File: src/rtl/ptlb_pkg.sv
package ptlb_pkg;
   typedef enum logic [1:0] {
      MODE_KERNEL = 2'b00,
      MODE_SUPER  = 2'b01,
      MODE_USER   = 2'b10,
      MODE_BAD    = 2'b11
   } prv_mode_e;

   localparam int ATTR_W      = 3;
   localparam int LO_G_BIT    = 0;
   localparam int LO_V_BIT    = 1;
   localparam int LO_D_BIT    = 2;
   localparam int LO_ATTR_LSB = 3;
   localparam int LO_PFN_LSB  = 6;
   localparam int HI_VPN_LSB  = 11;
endpackage

File: src/rtl/ptlb_store.sv
module ptlb_store #(
   parameter int ENTRIES = 16,
   parameter int VPN_W   = 19,
   parameter int ASID_W  = 8,
   parameter int PFN_W   = 20,
   parameter int ATTR_W  = 3,
   parameter int AIDX_W  = 5
) (
   input  logic              clk,
   input  logic              rst_n,
   input  logic              flush,
   input  logic              wr_en,
   input  logic [AIDX_W-1:0] wr_index,
   input  logic [VPN_W-1:0]  wr_vpn,
   input  logic [VPN_W-1:0]  wr_mask,
   input  logic [ASID_W-1:0] wr_asid,
   input  logic              wr_g,
   input  logic [PFN_W-1:0]  wr_pfn [2],
   input  logic [ATTR_W-1:0] wr_attr [2],
   input  logic [1:0]        wr_d,
   input  logic [1:0]        wr_v,
   output logic [VPN_W-1:0]  e_vpn [ENTRIES],
   output logic [VPN_W-1:0]  e_mask [ENTRIES],
   output logic [ASID_W-1:0] e_asid [ENTRIES],
   output logic [ENTRIES-1:0] e_g,
   output logic [PFN_W-1:0]  e_pfn [ENTRIES][2],
   output logic [ATTR_W-1:0] e_attr [ENTRIES][2],
   output logic [1:0]        e_d [ENTRIES],
   output logic [1:0]        e_v [ENTRIES]
);
   always_ff @(posedge clk or negedge rst_n) begin
      if (!rst_n) begin
         for (int i = 0; i < ENTRIES; i++) begin
            e_vpn[i]     <= '0;
            e_mask[i]    <= '0;
            e_asid[i]    <= '0;
            e_g[i]       <= 1'b0;
            e_pfn[i][0]  <= '0;
            e_pfn[i][1]  <= '0;
            e_attr[i][0] <= '0;
            e_attr[i][1] <= '0;
            e_d[i]       <= '0;
            e_v[i]       <= '0;
         end
      end else begin
         for (int i = 0; i < ENTRIES; i++) begin
            if (flush) begin
               e_vpn[i]     <= '0;
               e_mask[i]    <= '0;
               e_asid[i]    <= '0;
               e_g[i]       <= 1'b0;
               e_pfn[i][0]  <= '0;
               e_pfn[i][1]  <= '0;
               e_attr[i][0] <= '0;
               e_attr[i][1] <= '0;
               e_d[i]       <= '0;
               e_v[i]       <= '0;
            end else if (wr_en && (wr_index == AIDX_W'(i))) begin
               e_vpn[i]     <= wr_vpn;
               e_mask[i]    <= wr_mask;
               e_asid[i]    <= wr_asid;
               e_g[i]       <= wr_g;
               e_pfn[i][0]  <= wr_pfn[0];
               e_pfn[i][1]  <= wr_pfn[1];
               e_attr[i][0] <= wr_attr[0];
               e_attr[i][1] <= wr_attr[1];
               e_d[i]       <= wr_d;
               e_v[i]       <= wr_v;
            end
         end
      end
   end
endmodule

File: src/rtl/ptlb_match.sv
module ptlb_match #(
   parameter int ENTRIES = 16,
   parameter int VPN_W   = 19,
   parameter int ASID_W  = 8,
   parameter int IDX_W   = 4
) (
   input  logic [VPN_W-1:0]   q_vpn,
   input  logic [ASID_W-1:0]  q_asid,
   input  logic [VPN_W-1:0]   e_vpn [ENTRIES],
   input  logic [VPN_W-1:0]   e_mask [ENTRIES],
   input  logic [ASID_W-1:0]  e_asid [ENTRIES],
   input  logic [ENTRIES-1:0] e_g,
   input  logic [ENTRIES-1:0] e_live,
   output logic               any,
   output logic               multi,
   output logic [IDX_W-1:0]   idx
);
   logic [ENTRIES-1:0] hv;

   for (genvar i = 0; i < ENTRIES; i++) begin : g_cmp
      assign hv[i] = e_live[i]
                   && (((q_vpn ^ e_vpn[i]) & ~e_mask[i]) == '0)
                   && (e_g[i] || (q_asid == e_asid[i]));
   end

   // lowest index wins: scan downward so the last hit written is the smallest
   always_comb begin
      idx = '0;
      for (int i = ENTRIES - 1; i >= 0; i--) begin
         if (hv[i]) idx = IDX_W'(i);
      end
   end

   assign any   = |hv;
   assign multi = $countones(hv) > 1;
endmodule

File: src/rtl/ptlb_mode.sv
module ptlb_mode
   import ptlb_pkg::*;
(
   input  logic [31:0] status,
   input  logic [1:0]  uc_bits,
   output prv_mode_e   mode,
   output logic        uncached
);
   logic unused_st;
   assign unused_st = ^{status[31:29], status[27:5], status[0]};

   always_comb begin
      if (status[28] || status[2] || status[1]) begin
         mode = MODE_KERNEL;
      end else begin
         case (status[4:3])
            2'b00:   mode = MODE_KERNEL;
            2'b01:   mode = MODE_SUPER;
            2'b10:   mode = MODE_USER;
            default: mode = MODE_BAD;
         endcase
      end
   end

   assign uncached = &uc_bits;
endmodule

File: src/rtl/ptlb_top.sv
module ptlb_top
   import ptlb_pkg::*;
#(
   parameter int ENTRIES  = 16,
   parameter int VA_W     = 32,
   parameter int PAGE_LSB = 12,
   parameter int ASID_W   = 8,
   parameter int PFN_W    = 20,
   localparam int VPN_W   = VA_W - PAGE_LSB - 1,
   localparam int IDX_W   = (ENTRIES > 1) ? $clog2(ENTRIES) : 1,
   localparam int AIDX_W  = IDX_W + 1,
   localparam int LO_W    = PFN_W + LO_PFN_LSB,
   localparam int HI_W    = VPN_W + HI_VPN_LSB
) (
   input  logic                     clk,
   input  logic                     rst_n,
   input  logic                     lu_req,
   input  logic [VA_W-1:0]          lu_vaddr,
   input  logic [ASID_W-1:0]        lu_asid,
   output logic                     lu_hit,
   output logic                     lu_inval,
   output logic                     lu_multi,
   output logic [PFN_W-1:0]         lu_pfn,
   output logic [ATTR_W-1:0]        lu_attr,
   output logic                     lu_dirty,
   output logic                     lu_uncached,
   output logic                     lu_hit_q,
   output logic                     lu_miss_q,
   input  logic [VPN_W-1:0]         pr_vpn,
   input  logic [ASID_W-1:0]        pr_asid,
   output logic signed [AIDX_W-1:0] pr_index,
   input  logic                     wr_en,
   input  logic [AIDX_W-1:0]        wr_index,
   input  logic [HI_W-1:0]          wr_hi,
   input  logic [HI_W-1:0]          wr_pmask,
   input  logic [LO_W-1:0]          wr_lo0,
   input  logic [LO_W-1:0]          wr_lo1,
   input  logic [AIDX_W-1:0]        rd_index,
   output logic [HI_W-1:0]          rd_hi,
   output logic [HI_W-1:0]          rd_pmask,
   output logic [LO_W-1:0]          rd_lo0,
   output logic [LO_W-1:0]          rd_lo1,
   input  logic                     flush,
   input  logic                     rp_adv,
   output logic [IDX_W-1:0]         rp_index,
   input  logic [31:0]              status,
   output logic [1:0]               mode
);
   localparam int OW = $clog2(VPN_W + 1);

   if (ASID_W > HI_VPN_LSB - 1) begin : g_bad_asid
      $error("ASID_W must fit below the VPN field of the high image");
   end
   if (VA_W < PAGE_LSB + 4) begin : g_bad_va
      $error("VA_W too small for PAGE_LSB");
   end
   if (ENTRIES < 2) begin : g_bad_ent
      $error("ENTRIES must be at least 2");
   end

   // write image decode
   logic [VPN_W-1:0]  w_vpn, w_mask;
   logic [ASID_W-1:0] w_asid;
   logic [PFN_W-1:0]  w_pfn [2];
   logic [ATTR_W-1:0] w_attr [2];
   logic [1:0]        w_d, w_v;
   logic              unused_bits;

   assign w_vpn     = wr_hi[HI_W-1:HI_VPN_LSB];
   assign w_asid    = wr_hi[ASID_W-1:0];
   assign w_mask    = wr_pmask[HI_W-1:HI_VPN_LSB];
   assign w_pfn[0]  = wr_lo0[LO_W-1:LO_PFN_LSB];
   assign w_pfn[1]  = wr_lo1[LO_W-1:LO_PFN_LSB];
   assign w_attr[0] = wr_lo0[LO_ATTR_LSB +: ATTR_W];
   assign w_attr[1] = wr_lo1[LO_ATTR_LSB +: ATTR_W];
   assign w_d       = {wr_lo1[LO_D_BIT], wr_lo0[LO_D_BIT]};
   assign w_v       = {wr_lo1[LO_V_BIT], wr_lo0[LO_V_BIT]};
   assign unused_bits = ^{wr_hi[HI_VPN_LSB-1:ASID_W], wr_pmask[HI_VPN_LSB-1:0],
                          lu_vaddr[PAGE_LSB-1:0]};

   // table
   logic [VPN_W-1:0]   e_vpn [ENTRIES];
   logic [VPN_W-1:0]   e_mask [ENTRIES];
   logic [ASID_W-1:0]  e_asid [ENTRIES];
   logic [ENTRIES-1:0] e_g, e_live;
   logic [PFN_W-1:0]   e_pfn [ENTRIES][2];
   logic [ATTR_W-1:0]  e_attr [ENTRIES][2];
   logic [1:0]         e_d [ENTRIES];
   logic [1:0]         e_v [ENTRIES];

   ptlb_store #(.ENTRIES(ENTRIES), .VPN_W(VPN_W), .ASID_W(ASID_W), .PFN_W(PFN_W),
                .ATTR_W(ATTR_W), .AIDX_W(AIDX_W)) u_store (
      .clk(clk), .rst_n(rst_n), .flush(flush), .wr_en(wr_en), .wr_index(wr_index),
      .wr_vpn(w_vpn), .wr_mask(w_mask), .wr_asid(w_asid),
      .wr_g(wr_lo0[LO_G_BIT] & wr_lo1[LO_G_BIT]),
      .wr_pfn(w_pfn), .wr_attr(w_attr), .wr_d(w_d), .wr_v(w_v),
      .e_vpn(e_vpn), .e_mask(e_mask), .e_asid(e_asid), .e_g(e_g),
      .e_pfn(e_pfn), .e_attr(e_attr), .e_d(e_d), .e_v(e_v));

   for (genvar i = 0; i < ENTRIES; i++) begin : g_live
      assign e_live[i] = |e_v[i];
   end

   // lookup and probe share one comparator design
   logic             lu_any, pr_any;
   logic [IDX_W-1:0] lu_idx, pr_idx;
   logic             pr_multi;

   ptlb_match #(.ENTRIES(ENTRIES), .VPN_W(VPN_W), .ASID_W(ASID_W), .IDX_W(IDX_W)) u_lu_cmp (
      .q_vpn(lu_vaddr[VA_W-1:PAGE_LSB+1]), .q_asid(lu_asid),
      .e_vpn(e_vpn), .e_mask(e_mask), .e_asid(e_asid), .e_g(e_g), .e_live(e_live),
      .any(lu_any), .multi(lu_multi), .idx(lu_idx));

   ptlb_match #(.ENTRIES(ENTRIES), .VPN_W(VPN_W), .ASID_W(ASID_W), .IDX_W(IDX_W)) u_pr_cmp (
      .q_vpn(pr_vpn), .q_asid(pr_asid),
      .e_vpn(e_vpn), .e_mask(e_mask), .e_asid(e_asid), .e_g(e_g), .e_live(e_live),
      .any(pr_any), .multi(pr_multi), .idx(pr_idx));

   logic unused_prm;
   assign unused_prm = pr_multi;
   assign pr_index   = pr_any ? $signed({1'b0, pr_idx}) : '1;

   // even/odd half select: bit just above the masked page offset
   logic [OW-1:0] tz;
   logic          run;
   logic          half;
   logic          half_ok;

   always_comb begin
      tz  = '0;
      run = 1'b1;
      for (int b = 0; b < VPN_W; b++) begin
         if (run && e_mask[lu_idx][b]) tz = tz + 1'b1;
         else run = 1'b0;
      end
   end

   assign half    = lu_vaddr[PAGE_LSB + int'(tz)];
   assign half_ok = e_v[lu_idx][half];
   assign lu_hit   = lu_any && half_ok;
   assign lu_inval = lu_any && !half_ok;
   assign lu_pfn   = lu_hit ? e_pfn[lu_idx][half] : '0;
   assign lu_attr  = lu_hit ? e_attr[lu_idx][half] : '0;
   assign lu_dirty = lu_hit && e_d[lu_idx][half];

   always_ff @(posedge clk or negedge rst_n) begin
      if (!rst_n) begin
         lu_hit_q  <= 1'b0;
         lu_miss_q <= 1'b0;
      end else begin
         lu_hit_q  <= lu_req && lu_hit;
         lu_miss_q <= lu_req && !lu_hit;
      end
   end

   // replacement pointer
   always_ff @(posedge clk or negedge rst_n) begin
      if (!rst_n)      rp_index <= '0;
      else if (flush)  rp_index <= '0;
      else if (rp_adv) rp_index <= (rp_index == IDX_W'(ENTRIES - 1)) ? '0 : rp_index + 1'b1;
   end

   // readback
   logic             rd_ok;
   logic [IDX_W-1:0] rs;

   assign rd_ok = rd_index < AIDX_W'(ENTRIES);
   assign rs    = rd_index[IDX_W-1:0];

   always_comb begin
      rd_hi    = '0;
      rd_pmask = '0;
      rd_lo0   = '0;
      rd_lo1   = '0;
      if (rd_ok) begin
         rd_hi    = {e_vpn[rs], {HI_VPN_LSB{1'b0}}} | HI_W'(e_asid[rs]);
         rd_pmask = {e_mask[rs], {HI_VPN_LSB{1'b0}}};
         rd_lo0   = {e_pfn[rs][0], e_attr[rs][0], e_d[rs][0], e_v[rs][0], e_g[rs]};
         rd_lo1   = {e_pfn[rs][1], e_attr[rs][1], e_d[rs][1], e_v[rs][1], e_g[rs]};
      end
   end

   // helpers
   prv_mode_e mode_e;
   ptlb_mode u_mode (
      .status(status), .uc_bits({lu_vaddr[VA_W-1], lu_vaddr[VA_W-3]}),
      .mode(mode_e), .uncached(lu_uncached));
   assign mode = mode_e;
endmodule

File: config.mk
export PLATFORM = sky130hd
export DESIGN_NAME = ptlb_top
export DESIGN_NICKNAME = d
export VERILOG_FILES = /design/src/rtl/ptlb_pkg.sv /design/src/rtl/ptlb_store.sv /design/src/rtl/ptlb_match.sv /design/src/rtl/ptlb_mode.sv /design/src/rtl/ptlb_top.sv
export SDC_FILE = /design/constraint.sdc
export NUM_CORES = 2
export LEC_CHECK = 0
export BUFFER_PORTS_ARGS = -buffer_cell sky130_fd_sc_hd__buf_2
export CORE_MARGIN = 1
export CORE_UTILIZATION = 40
export DETAILED_ROUTE_END_ITERATION = 7
export GPL_ROUTABILITY_DRIVEN = 0
export MAX_ROUTING_LAYER = met4
export PLACE_DENSITY_LB_ADDON = 0.05
export SYNTH_ARGS = -nofsm -noshare
export SYNTH_HDL_FRONTEND = slang
export SYNTH_HIERARCHICAL = 1
export SYNTH_SLANG_ARGS = --single-unit
export TNS_END_PERCENT = 30
File: constraint.sdc
create_clock -name clk -period 36.1 [get_ports clk]
set_input_delay 7.22 -clock clk [delete_from_list [all_inputs] [get_ports clk]]
set_output_delay 7.22 -clock clk [all_outputs]
set_load 0.01 [all_outputs]
# Yosys cells after proc, flatten, opt, wreduce, memory -nomap -nowiden
# Cells that the tools add are included.
# word_totals
register_bits	1558
inputBits	227
out_inout_bits	153
elab_cells	938
# classes
add_sub_neg	35
n_lt_le_gt_ge	8
eq_ne	50
n_mux	388
bitwise	85
reduce_logical	209
# op_table
op	count
$mux 40	36
$mux 19	70
$and 19x19->19	32
$logic_not 19->1	32
$xor 19x19->19	32
$bmux 40 s4	2
$not 19->19	16
$mux 8	34
$eq 8x8->1	32
$bmux 19 s4	3
$add 32x32->32	7
$mux 6	36
$mux 2	74
$mux 4	35
$logic_and 1x1->1	103
$mux 5	18
$add 5x1->5 const B	17
$mux 20	4
$mux 30	2
$mux 1	58
$mux 26	2
$bmux 6 s4	2
$eq 5x4->1 const B	8
$logic_or 1x1->1	34
other kinds (34)	86

# Longest topological paths before layout
# depth
depth_word	71
ltp_mapped	88
depth_no_buf	78

# Cells and area by module
# The synthesis kept the hierarchy.
# modules_own_cells
mod	n_inst	cells_each	area_per_inst_um2	seq_area_each_um2
ptlb_store	1	5329	67238.2	38837.2
ptlb_top	1	1685	23941.7	150.1
ptlb_match (u_pr_cmp)	1	1038	7770.0	0.0
ptlb_match (u_lu_cmp)	1	1046	7624.8	0.0
ptlb_mode	1	3	23.8	0.0

# Least setup slack after synthesis
# Ideal clock, no wire load.
# synth_timing
kind	input to output
startpoint	input lu_vaddr[22]
endpoint	output lu_pfn[10]
arrival_time_ns	22.650
required_time_ns	28.880
slack_ns	6.230
cell_stages	85
n_path_buf	12
path_cell_list	buf_2 buf_2 xnor2_1 o22ai_1 nor4_1 or3b_2 inv_1 ha_1 inv_1 a211o_1 a211oi_1 o31a_1 buf_6 buf_12 buf_8 buf_6 buf_2 buf_4 [... 49 more ...] ha_1 a21oi_1 o21ai_0 ha_1 mux2_2 ha_1 mux2_2 o21ai_0 o21ai_1 clkbuf_1 a211oi_1 a21oi_1 mux4_2 mux2_4 buf_6 mux2i_4 buf_8 nor3_2
# synth_between
elab_chain_cells	71
word_cells_on_any_way	192
cone_classes	add/sub (19); mux (71); bitwise (34); reduce/logical (68)
# synth_lines
element	line	rtl
start, declared	ptlb_top.sv:18	input logic [VA_W-1:0] lu_vaddr,
$xor 19x19->19	ptlb_match.sv:22	&& (((q_vpn ^ e_vpn[i]) & ~e_mask[i]) == '0)
$and 19x19->19	ptlb_match.sv:22	
$logic_not 19->1	ptlb_match.sv:22	
$logic_and 1x1->1	ptlb_match.sv:22	
$logic_and 1x1->1	ptlb_match.sv:23	&& (e_g[i] || (q_asid == e_asid[i]));
$mux 4 (15 in series)	ptlb_match.sv:30	if (hv[i]) idx = IDX_W'(i);
$mux 4 (*)	ptlb_match.sv:30	
named net lu_idx[0]	ptlb_top.sv:106	logic [IDX_W-1:0] lu_idx, pr_idx;
[... 39 more ...]	--	
$add 5x1->5 / $logic_and 1x1->1 (equally long branches)	ptlb_top.sv:133	if (run && e_mask[lu_idx][b]) tz = tz + 1'b1;
$mux 5	ptlb_top.sv:133	
$add 4x5->6	ptlb_top.sv:138	assign half = lu_vaddr[PAGE_LSB + int'(tz)];
$bmux 1 s5	ptlb_top.sv:138	
$mux 1 (implied by the code) (2 in series)	ptlb_top.sv:138	
$not 1->2 (implied by the code)	ptlb_top.sv:142	assign lu_pfn = lu_hit ? e_pfn[lu_idx][half] : '0;
$mux 20 (implied by the code) (3 in series)	ptlb_top.sv:142	
$mux 20 (*)	ptlb_top.sv:142	
end, declared	ptlb_top.sv:23	output logic [PFN_W-1:0] lu_pfn,
# Mark *: on every way through the listed nets, which the timed path passes. The rest lies on a longest branch. The select of a mux whose other input is x is not followed.

# Final worst setup path
# layout_timing
startpoint	input lu_vaddr[31]
endpoint	output lu_pfn[1]
# Same word-level chain as after synthesis.

==> impl_metrics.py <==
metrics = {
    "floorplanning": {
        "fp.dieW_um": 517,
        "die_area_um2": 267000,
        "design.core.area_um2": 263000,
        "ioPinCount": 380,
        "die_h_um": 517,
        "num_rows": 188,
        "start_util": 0.403,
    },
    "sta": {
        "setup_viol": 0,
        "rsz0062_at_grt": "false",
        "skew_ps": 51.7,
        "max_freq_mhz": 29.2,
        "tightest_slew_ps": 1510,
        "hold-worst-slack_ps": 548,
        "hold_viol_final": 0,
        "fin_crit_sh": 0.947,
        "worst_slack_ps": 1900,
        "period_minus_slack_ps": 34200,
        "fin_setup_tns_ps": 0,
        "max_slew_margin": -0.00675,
        "final-max-slew-violation-count": 3,
    },
    "finish": {
        "fin_util": 0.445,
        "stdcell_area_um2": 117000,
        "stdcell_count": 12700,
        "layout-drive-gt1-share": 0.204,
        "area_growth_pct": 10.3,
        "layout_commonest_cell": "nand2b_1",
        "fillers": 24500,
        "nets": 9278,
        "mostFrequentLayoutCells": "nand2b_1 (1663), mux2i_1 (1625), dfrtp_1 (1558)",
    },
    "place": {
        "place_inst": 12300,
        "place_hpwl_mm": 329,
        "dpl_worst_slack_ps": 2640,
        "placed_cell_area_um2": 110000,
        "port_buffers": 324,
    },
    "cts": {
        "htreeDepth": 4,
        "cts.sinks": 1558,
        "ctsHoldBuffers": 0,
        "cts_tree": "done",
        "cts_resized": 0,
        "clkLatencyLatePin_ps": 860,
        "cts_root_buf": "clkbuf_16",
        "postCtsSetupBuffers": 0,
        "cts_buffers": 192,
        "cts_max_path_buffers": 3,
        "clk_pin_slew_ps": 60,
    },
    "grt": {
        "antenna_found_initial": 42,
        "track_usage": 0.367,
        "grt_pass1_wl_mm": 665,
        "grt-ovfl-total": 0,
        "first_global_vias": 80500,
        "grt_max_degree": 154,
    },
    "drt": {
        "top_layer_used": "met4",
        "wirelength_mm": 480,
        "drtIter0Drc": 10600,
        "ant_nets": 0,
        "vias": 80300,
        "dr.pass1.iters": 8,
        "dr_wl_met2_mm": 203,
        "wl_per_cell_um": 37.8,
        "met1_length_mm": 191,
        "vias_per_cell": 6.32,
        "remaining_drc_errors": 54,
        "routed-wl-met3_mm": 48.0,
    },
    "status": {
        "violations": "design-rule violations, max-capacitance violations, max-slew violations",
        "status": "finished, violations left",
    },
    "worst_setup_path": {
        "critical_path.slowest_cell": "nand3_1",
        "cpMostUsedCell": "ha_1",
        "rr_startpoint": "u_store/e_vpn[6]",
        "critPathLaunch": "lu_vaddr[31]",
        "max_stage_delay_ps": 730,
        "end_kind": "output port",
        "criticalPathCategory": "in2out",
        "crit_fanout": 27,
        "start_kind": "input port",
        "crit_arrival_ps": 26980,
        "required_ps": 28880,
    },
    "power": {
        "power_leakage_nw": 55.4,
        "power.density_nw_per_um2": 35.7,
        "total_power_mw": 4.18,
        "peakVddDrop_mv": 0.0519,
    },
    "yosys": {
        "ys_warn_count": 6,
        "synth_area_um2": 106000,
        "syn_avg_cell_area_um2": 11.7,
        "synthCells": 9041,
    },
    "worst_hold_path": {
        "hold_path.class": "reg2reg",
        "hp-start": "u_store/e_mask[207]",
    },
    "flow_run": {
        "maxCapViolCount": 1,
    },
}
==> registers in the layout, summed over array words and instances (netlist names) <==
name / count
u_store/e_pfn: 640
u_store/e_mask: 304
u_store/e_vpn: 304
u_store/e_asid: 128
u_store/e_attr: 96
u_store/e_d: 32
u_store/e_v: 32
u_store/e_g: 16
rp_index: 4
lu_hit_q: 1
lu_miss_q: 1
==> worst max-delay path, delay by kind of cell <==
family | cells | cell delay [ps]
AO/OA/AOI/OAI | 17 | 3180
AND/OR/NAND/NOR | 17 | 3870
adder cells (fa/ha/maj) | 18 | 5220
buffers and inverters | 10 | 2030
XOR/XNOR | 7 | 1620
multiplexers | 13 | 3690
==> worst paths after layout <==
check | end | cells after the start | slack, ps
worst max-delay path | lu_pfn[1] | 82 | 1900
worst min-delay path | u_store/e_mask[207] | 2 | 550
worst max register to register | lu_hit_q | 80 | 16270
worst min register to register | u_store/e_mask[207] | 2 | 550
max in group asynchronous | u_store/e_pfn[127] | 7 | 24310
min in group asynchronous | u_store/e_asid[94] | 1 | 6320
==> per-layer routing <==
metal,vias up,track usage
met4,0,0.233
met2,4658,0.516
met5,-,-
met1,41900,0.459
met3,1411,0.111
li1,32400,-
==> layout make-up <==
type                       instances  area [um2]  area share
clock buffer                     294        5740      0.0491
antenna                           51         128     0.00109
clock inverter                    45         618     0.00528
timing repair buffer             642        4150      0.0355
multi-input combinational       6554       62700       0.536
inverter                          52         195     0.00167
tap                             3515        4400      0.0376
sequential                      1558       39000       0.333
==> power by group <==
group | switching, mW | total (mW) | internal, mW
registers | 0.0187 | 1.78 | 1.76
clock network | 0.838 | 1.98 | 1.14
logic | 0.282 | 0.423 | 0.141
Note: power is estimated with default switching activity, not from simulation.
